### src/rtl/ma_pkg.sv
package ma_pkg;

  typedef enum logic [2:0] {
    OP_LOAD  = 3'd0,
    OP_STORE = 3'd1,
    OP_AMO   = 3'd2,
    OP_LR    = 3'd3,
    OP_SC    = 3'd4
  } op_e;

  localparam logic [4:0] CAUSE_LD_ACCESS = 5'd5;
  localparam logic [4:0] CAUSE_ST_ACCESS = 5'd7;
  localparam logic [4:0] CAUSE_LD_PAGE   = 5'd13;
  localparam logic [4:0] CAUSE_ST_PAGE   = 5'd15;

  // byte-offset mask for a size code: 2^code - 1
  function automatic logic [3:0] size_mask(input logic [1:0] code);
    return 4'((5'd1 << code) - 5'd1);
  endfunction

  function automatic logic is_atomic_op(input logic [2:0] op);
    return (op == OP_AMO) || (op == OP_LR) || (op == OP_SC);
  endfunction

  // store-class ops write memory and use the store cause codes
  function automatic logic is_store_class(input logic [2:0] op);
    return (op == OP_STORE) || (op == OP_AMO) || (op == OP_SC);
  endfunction

  function automatic logic [4:0] cause_of(input logic [2:0] op, input logic page);
    if (is_store_class(op)) return page ? CAUSE_ST_PAGE : CAUSE_ST_ACCESS;
    return page ? CAUSE_LD_PAGE : CAUSE_LD_ACCESS;
  endfunction

endpackage

### src/rtl/ma_geom.sv
module ma_geom #(
  parameter int ADDR_W    = 32,
  parameter int PAGE_BITS = 12
) (
  input  logic [ADDR_W-1:0] vaddr,
  input  logic [1:0]        size_code,
  output logic              misaligned,
  output logic              page_cross,
  output logic [ADDR_W-1:0] last_addr,
  output logic [ADDR_W-1:0] last_page_base
);
  import ma_pkg::*;

  localparam int VPN_W = ADDR_W - PAGE_BITS;

  logic [3:0]       low_mask;
  logic [VPN_W-1:0] vpn_first;
  logic [VPN_W-1:0] vpn_last;

  always_comb begin
    low_mask       = size_mask(size_code);
    misaligned     = |(vaddr[2:0] & low_mask[2:0]);
    last_addr      = vaddr + ADDR_W'(low_mask);
    vpn_first      = vaddr[ADDR_W-1:PAGE_BITS];
    vpn_last       = last_addr[ADDR_W-1:PAGE_BITS];
    page_cross     = (vpn_first != vpn_last);
    last_page_base = {vpn_last, {PAGE_BITS{1'b0}}};
  end

endmodule

### src/rtl/ma_virt_check.sv
module ma_virt_check #(
  parameter bit ALT_ACCESS = 1'b0
) (
  input  logic misaligned,
  input  logic page_cross,
  input  logic perm_first,
  input  logic perm_last,
  input  logic pa_pair_fault,
  output logic pf_first,
  output logic pf_last,
  output logic acc_alt,
  output logic virt_ok
);
  logic last_bad;

  always_comb begin
    pf_first = misaligned && !perm_first;
    last_bad = misaligned && perm_first && page_cross && !perm_last;
    acc_alt  = last_bad && ALT_ACCESS && pa_pair_fault;
    pf_last  = last_bad && !acc_alt;
    virt_ok  = misaligned && !pf_first && !last_bad;
  end

endmodule

### src/rtl/ma_phys_policy.sv
module ma_phys_policy #(
  parameter int SINGLE_MODE  = 0,
  parameter int SPLIT_POLICY = 0
) (
  input  logic       virt_ok,
  input  logic [2:0] op,
  input  logic       region_cross,
  input  logic       atom_ok,
  output logic       acc_fault,
  output logic       nonatomic,
  output logic       no_wb
);
  import ma_pkg::*;

  logic atomic;
  logic ls_split_fault;
  logic ls_split_nonatomic;
  logic ls_split_nowb;
  logic single_atomic_fault;
  logic single_ls_nonatomic;

  assign atomic = is_atomic_op(op);

  generate
    if (SPLIT_POLICY == 1) begin : g_split_nonatomic
      assign ls_split_fault     = 1'b0;
      assign ls_split_nonatomic = 1'b1;
      assign ls_split_nowb      = 1'b0;
    end else if (SPLIT_POLICY == 2) begin : g_split_partial
      assign ls_split_fault     = 1'b1;
      assign ls_split_nonatomic = 1'b0;
      assign ls_split_nowb      = 1'b1;
    end else begin : g_split_fault
      assign ls_split_fault     = 1'b1;
      assign ls_split_nonatomic = 1'b0;
      assign ls_split_nowb      = 1'b0;
    end

    if (SINGLE_MODE == 1) begin : g_single_weak
      assign single_atomic_fault = 1'b1;
      assign single_ls_nonatomic = 1'b1;
    end else begin : g_single_strong
      assign single_atomic_fault = !atom_ok;
      assign single_ls_nonatomic = 1'b0;
    end
  endgenerate

  always_comb begin
    acc_fault = 1'b0;
    nonatomic = 1'b0;
    no_wb     = 1'b0;
    if (virt_ok) begin
      if (atomic) begin
        acc_fault = region_cross || single_atomic_fault;
      end else if (region_cross) begin
        acc_fault = ls_split_fault;
        nonatomic = ls_split_nonatomic;
        no_wb     = ls_split_nowb;
      end else begin
        nonatomic = single_ls_nonatomic;
      end
    end
  end

endmodule

### src/rtl/ma_fault_classifier.sv
module ma_fault_classifier #(
  parameter int ADDR_W       = 32,
  parameter int PAGE_BITS    = 12,
  parameter int REGION_W     = 4,
  parameter int SINGLE_MODE  = 0,
  parameter int SPLIT_POLICY = 0,
  parameter bit ALT_ACCESS   = 1'b0
) (
  input  logic                clk,
  input  logic                rst_n,
  input  logic                req_valid,
  input  logic [ADDR_W-1:0]   req_vaddr,
  input  logic [1:0]          req_size,
  input  logic [2:0]          req_op,
  input  logic                perm_first,
  input  logic                perm_last,
  input  logic [REGION_W-1:0] region_first,
  input  logic [REGION_W-1:0] region_last,
  input  logic                atom_first,
  input  logic                atom_last,
  input  logic                pa_pair_fault,
  output logic                rsp_valid,
  output logic                rsp_misaligned,
  output logic                rsp_split,
  output logic                rsp_exc,
  output logic [4:0]          rsp_cause,
  output logic [ADDR_W-1:0]   rsp_tval,
  output logic                rsp_nonatomic,
  output logic                rsp_no_wb
);
  import ma_pkg::*;

  // named internal events
  logic              mis_c;
  logic              page_cross_c;
  logic [ADDR_W-1:0] last_addr_c;
  logic [ADDR_W-1:0] last_base_c;
  logic              pf_first_c;
  logic              pf_last_c;
  logic              acc_alt_c;
  logic              virt_ok_c;
  logic              region_cross_c;
  logic              phys_fault_c;
  logic              phys_nonatomic_c;
  logic              phys_nowb_c;

  logic              exc_n;
  logic [4:0]        cause_n;
  logic [ADDR_W-1:0] tval_n;
  logic              split_n;

  assign region_cross_c = (region_first != region_last);

  ma_geom #(.ADDR_W(ADDR_W), .PAGE_BITS(PAGE_BITS)) u_geom (
    .vaddr          (req_vaddr),
    .size_code      (req_size),
    .misaligned     (mis_c),
    .page_cross     (page_cross_c),
    .last_addr      (last_addr_c),
    .last_page_base (last_base_c)
  );

  ma_virt_check #(.ALT_ACCESS(ALT_ACCESS)) u_virt (
    .misaligned    (mis_c),
    .page_cross    (page_cross_c),
    .perm_first    (perm_first),
    .perm_last     (perm_last),
    .pa_pair_fault (pa_pair_fault),
    .pf_first      (pf_first_c),
    .pf_last       (pf_last_c),
    .acc_alt       (acc_alt_c),
    .virt_ok       (virt_ok_c)
  );

  ma_phys_policy #(.SINGLE_MODE(SINGLE_MODE), .SPLIT_POLICY(SPLIT_POLICY)) u_phys (
    .virt_ok      (virt_ok_c),
    .op           (req_op),
    .region_cross (region_cross_c),
    .atom_ok      (atom_first && atom_last),
    .acc_fault    (phys_fault_c),
    .nonatomic    (phys_nonatomic_c),
    .no_wb        (phys_nowb_c)
  );

  // verdict selection, first-page fault wins
  always_comb begin
    exc_n   = 1'b0;
    cause_n = 5'd0;
    tval_n  = '0;
    split_n = mis_c && (page_cross_c || region_cross_c);
    if (pf_first_c) begin
      exc_n   = 1'b1;
      cause_n = cause_of(req_op, 1'b1);
      tval_n  = req_vaddr;
    end else if (pf_last_c) begin
      exc_n   = 1'b1;
      cause_n = cause_of(req_op, 1'b1);
      tval_n  = last_base_c;
    end else if (acc_alt_c || phys_fault_c) begin
      exc_n   = 1'b1;
      cause_n = cause_of(req_op, 1'b0);
      tval_n  = req_vaddr;
    end
  end

  always_ff @(posedge clk or negedge rst_n) begin
    if (!rst_n) begin
      rsp_valid      <= 1'b0;
      rsp_misaligned <= 1'b0;
      rsp_split      <= 1'b0;
      rsp_exc        <= 1'b0;
      rsp_cause      <= 5'd0;
      rsp_tval       <= '0;
      rsp_nonatomic  <= 1'b0;
      rsp_no_wb      <= 1'b0;
    end else begin
      rsp_valid      <= req_valid;
      rsp_misaligned <= req_valid && mis_c;
      rsp_split      <= req_valid && split_n;
      rsp_exc        <= req_valid && exc_n;
      rsp_cause      <= req_valid ? cause_n : 5'd0;
      rsp_tval       <= req_valid ? tval_n : '0;
      rsp_nonatomic  <= req_valid && phys_nonatomic_c;
      rsp_no_wb      <= req_valid && phys_nowb_c;
    end
  end

  // checks next to the verdict register
  assert_exc_needs_misalign_R1: assert property (@(posedge clk) disable iff (!rst_n)
    rsp_exc |-> rsp_misaligned);

  assert_aligned_quiet_R1: assert property (@(posedge clk) disable iff (!rst_n)
    (rsp_valid && !rsp_misaligned) |-> (!rsp_exc && !rsp_split && !rsp_nonatomic && !rsp_no_wb));

  assert_valid_follows_R2: assert property (@(posedge clk) disable iff (!rst_n)
    req_valid |=> rsp_valid);

  assert_idle_quiet_R2: assert property (@(posedge clk) disable iff (!rst_n)
    !rsp_valid |-> (!rsp_exc && !rsp_misaligned && !rsp_nonatomic && !rsp_no_wb));

  assert_first_page_wins_R3: assert property (@(posedge clk) disable iff (!rst_n)
    (req_valid && mis_c && !perm_first) |=>
      (rsp_exc && rsp_tval == $past(req_vaddr) &&
       (rsp_cause == CAUSE_LD_PAGE || rsp_cause == CAUSE_ST_PAGE)));

  assert_atomic_split_R7: assert property (@(posedge clk) disable iff (!rst_n)
    (req_valid && virt_ok_c && is_atomic_op(req_op) && region_cross_c) |=>
      (rsp_exc && (rsp_cause == CAUSE_LD_ACCESS || rsp_cause == CAUSE_ST_ACCESS)));

  assert_exc_not_nonatomic_R8: assert property (@(posedge clk) disable iff (!rst_n)
    !(rsp_exc && rsp_nonatomic));

  assert_nowb_with_exc_R10: assert property (@(posedge clk) disable iff (!rst_n)
    rsp_no_wb |-> rsp_exc);

  assert_cause_legal_R11: assert property (@(posedge clk) disable iff (!rst_n)
    rsp_exc |-> (rsp_cause == CAUSE_LD_ACCESS || rsp_cause == CAUSE_ST_ACCESS ||
                 rsp_cause == CAUSE_LD_PAGE || rsp_cause == CAUSE_ST_PAGE));

endmodule

### config.mk
export PLATFORM = sky130hd
export DESIGN_NAME = ma_fault_classifier
export DESIGN_NICKNAME = d
export VERILOG_FILES = /design/src/rtl/ma_pkg.sv /design/src/rtl/ma_geom.sv /design/src/rtl/ma_virt_check.sv /design/src/rtl/ma_phys_policy.sv /design/src/rtl/ma_fault_classifier.sv
export SDC_FILE = /design/constraint.sdc
export NUM_CORES = 1
export LEC_CHECK = 0
export ABC_CLOCK_PERIOD_IN_PS = 800
export CAP_MARGIN = 10
export CELL_PAD_IN_SITES_DETAIL_PLACEMENT = 1
export CELL_PAD_IN_SITES_GLOBAL_PLACEMENT = 1
export CORE_MARGIN = 4
export CORE_UTILIZATION = 30
export CTS_CLUSTER_DIAMETER = 40
export DETAILED_ROUTE_END_ITERATION = 10
export GPL_ROUTABILITY_DRIVEN = 0
export MAX_ROUTING_LAYER = met4
export PLACE_DENSITY_LB_ADDON = 0.12
export REMOVE_ABC_BUFFERS = 1
export SYNTH_ARGS = -nofsm -noshare
export SYNTH_HDL_FRONTEND = slang
export SYNTH_SLANG_ARGS = --single-unit
### constraint.sdc
create_clock -name clk -period 0.8 [get_ports clk]
set_input_delay 0.08 -clock clk [delete_from_list [all_inputs] [get_ports clk]]
set_output_delay 0.08 -clock clk [all_outputs]
set_load 0.1 [all_outputs]
==> flow_summary.ini <==
[worst_hold_path]
hold_class = input pin to flip-flop

[sta]
drv_slew = 0
rsz0062_at_grt = yes
hold_viol = 0
worst_pin_slew_ns = 0.651
relSlewSlack_pct = 56.6
finalSetupViolations = 77
fmax_mhz = 586
min_period_ns = 1.71
post-route-period-util_pct = 213
setup_ws_ns = -0.908
tns_ns = -37.30
worst_hold_slack_ns = 0.0692

[global_routing]
antenna_found_initial = 0
grtUsageTotal_pct = 27.5
grt_pass1_wl_um = 17000
grt_overflow = 0
grt_max_degree = 39
grt_pass1_vias = 2945

[power]
p_leak_nw = 2.15
p_clk_share_pct = 22.5
p_seq_share_pct = 32.4
power_density_nw_per_um2 = 1390
p_int_mw = 3.91
p_sw_mw = 2.74
irDropWorstVdd_uv = 702
p_comb_share_pct = 45.1
swShare_pct = 41.2

[worst_setup_path]
crit_path_max_fanout = 4
path_buf_inv = 4
endpoint_kind = flip-flop
cp.required_ns = 1.05
critical_path_arrival_ns = 1.96
slowest_stage = a211oi_4
start_kind = input pin
worst_path_largest_cell_delay_ns = 0.33
critPathTopFamily = simple AND/OR/NAND/NOR gates
crit_chain = buf_6 > and2_4 > ha_4 > nor2_4 > a211oi_4 > buf_4 > buf_6 > buf_4 > nand4_4 > nor4_4 > a21oi_1 > o21ai_2
path_class = input pin to flip-flop

[routing]
wire_per_inst_um = 26.4
dr.pass1.iters = 4
vias = 2687
routed_wirelength_um = 13100
drc = 0
via_per_inst = 5.44
postRouteAntennaNets = 0
drt-initial-drc-count = 146

[floorplan]
fp.dieH_um = 91.5
die_w_um = 91.5
design.core.area_um2 = 6790
io_pins = 96
dieArea_um2 = 8370
start_util_pct = 30.8
placementRows = 30

[yosys]
ys_seq_area_share_pct = 45.5
syn_area_per_cell_um2 = 9.60
yosys_warnings = 0
synth-edff-count = 0
syn_inst = 218
async_reset_ff_share_pct = 100
ys_ff_latch = 38
syn_area_um2 = 2090
synth_flop_cell = dfrtp_1
synth_cell_types = 45

[finish]
antennaDiodeCount = 0
area_growth_syn_to_layout_pct = 129
final_nets = 453
fillers = 674
finalCoreUtilization_pct = 70.4
drive_gt1_share_pct = 55.5

[place]
hpwl_um = 6120
io_buffers = 91

[clock_tree]
cts_root_buf = clkbuf_8
tritoncts = yes
clkSlewWorstSetupHoldPaths_ns = 0.09
clock_path_buffers = 2
numCtsBuffers = 5
clkSinkCount = 38
cts_max_level = 2

[outcome]
violations = negative setup slack
status = finished with violations

[job]
maxCapViolCount = 0
[metrics by stage]
| stage | instances | cell area (um2) | setup slack, ns | total power, mW |
|---|---|---|---|---|
| floorplan | 209 | 2030 | -1.35 | 3.41 |
| global placement | 454 | 3900 | -1.49 | 4.66 |
| detailed placement | 454 | 3900 | -1.60 | 4.71 |
| CTS | 487 | 4580 | -0.753 | 6.33 |
| global route | 494 | 4780 | -0.948 | 6.85 |
| finish | 494 | 4780 | -0.908 | 6.65 |
[layout by cell type, fill, tap and decap left out, drive strengths merged, types with 2 or more instances in the layout]
master	instances
buf	132
o31ai	2
a22oi	4
xnor2	11
a32oi	3
and2	15
ha	3
nand2b	4
nor2	23
a21oi	8
a31oi	2
o211ai	2
nand3	5
a211oi	4
o21ai	18
dlygate4sd2	26
clkdlybuf4s50	18
nor4	9
nand2	14
inv	6
nand4	8
nor3	7
a21bo	2
conb	4
clkbuf	8
dfrtp	38
and3	5
o21a	3
[synth_stat cells (all sizes together), types with 3 or more instances]
| library cell | n | share of area, % |
|---|---|---|
| a32oi | 3 | 1.3 |
| inv | 6 | 1.1 |
| xnor2 | 11 | 4.6 |
| a211oi | 4 | 2.3 |
| a21oi | 8 | 1.9 |
| nand2 | 14 | 2.5 |
| o21a | 3 | 1.1 |
| nand3 | 5 | 1.2 |
| nor3 | 7 | 1.7 |
| nor4 | 9 | 3.9 |
| and2 | 15 | 4.5 |
| nor2 | 23 | 4.5 |
| buf | 10 | 3.3 |
| nand2b | 4 | 1.2 |
| a22oi | 4 | 1.4 |
| dfrtp | 38 | 45 |
| o21ai | 18 | 4.5 |
| nand4 | 7 | 2.7 |
| and3 | 5 | 1.5 |
| ha | 3 | 1.8 |
[registers in the layout (all words and copies together) (netlist names)]
| name | cells |
|---|---|
| rsp_tval | 32 |
| rsp_cause | 3 |
| rsp_misaligned | 1 |
| rsp_split | 1 |
| rsp_valid | 1 |
[layout make-up]
class,instances,area (um2),area share [%]
multi-input combinational,166,1550,32.4
inverter,6,22.5,0.471
clock inverter,1,5.00,0.105
clock buffer,7,86.3,1.80
tap,96,120,2.51
sequential,38,952,19.9
timing repair buffer,180,2050,42.8
[per-layer routing]
layer	vias up	GRT usage, %	routed length (um)
li1	1132	-	-
met1	1362	28.4	4720
met2	141	49.1	7000
met3	52	5.72	762
met4	0	13.9	573
met5	-	-	0
[final timing paths]
kind	from	to	depth (start not counted)	slack (ns)
min in group asynchronous	rst_n	rsp_tval[18]	3	0.28
worst min-delay path	req_vaddr[1]	rsp_tval[1]	2	0.07
worst max-delay path	req_size[0]	rsp_tval[23]	12	-0.91
max in group asynchronous	rst_n	rsp_cause[2]	3	0.31
[power groups by stage]
stage	clock, mW	combinational [mW]	sequential [mW]
after floorplan	0	0.393	3.01
after global placement	0	2.48	2.18
after detailed placement	0	2.52	2.18
after CTS	1.42	2.77	2.15
after global routing	1.59	3.09	2.17
final	1.50	3.00	2.16
[logic make-up after synthesis]
kind of cell | count (synthesis) | synth area share (%)
XOR/XNOR | 12 | 5.02
flip-flops | 38 | 45.5
AO/OA/AOI/OAI | 52 | 17.2
other | 1 | 0.179
buffers and inverters | 18 | 4.73
adder cells (fa/ha/maj) | 3 | 1.79
AND/OR/NAND/NOR | 93 | 25.1
multiplexers | 1 | 0.538
[repair_timing]
| action | 4_1_cts | 5_1_grt |
|---|---|---|
| hold buffers | 1 | 0 |
| setup endpoints to repair | 77 | 77 |
| buffers inserted | 21 | 10 |
| gates resized for setup | 142 | 33 |
| hold endpoints to repair | 38 | 0 |
| cloned | 3 | 0 |
| pin swaps | 53 | 20 |
Power figures use the tool's default switching activity.
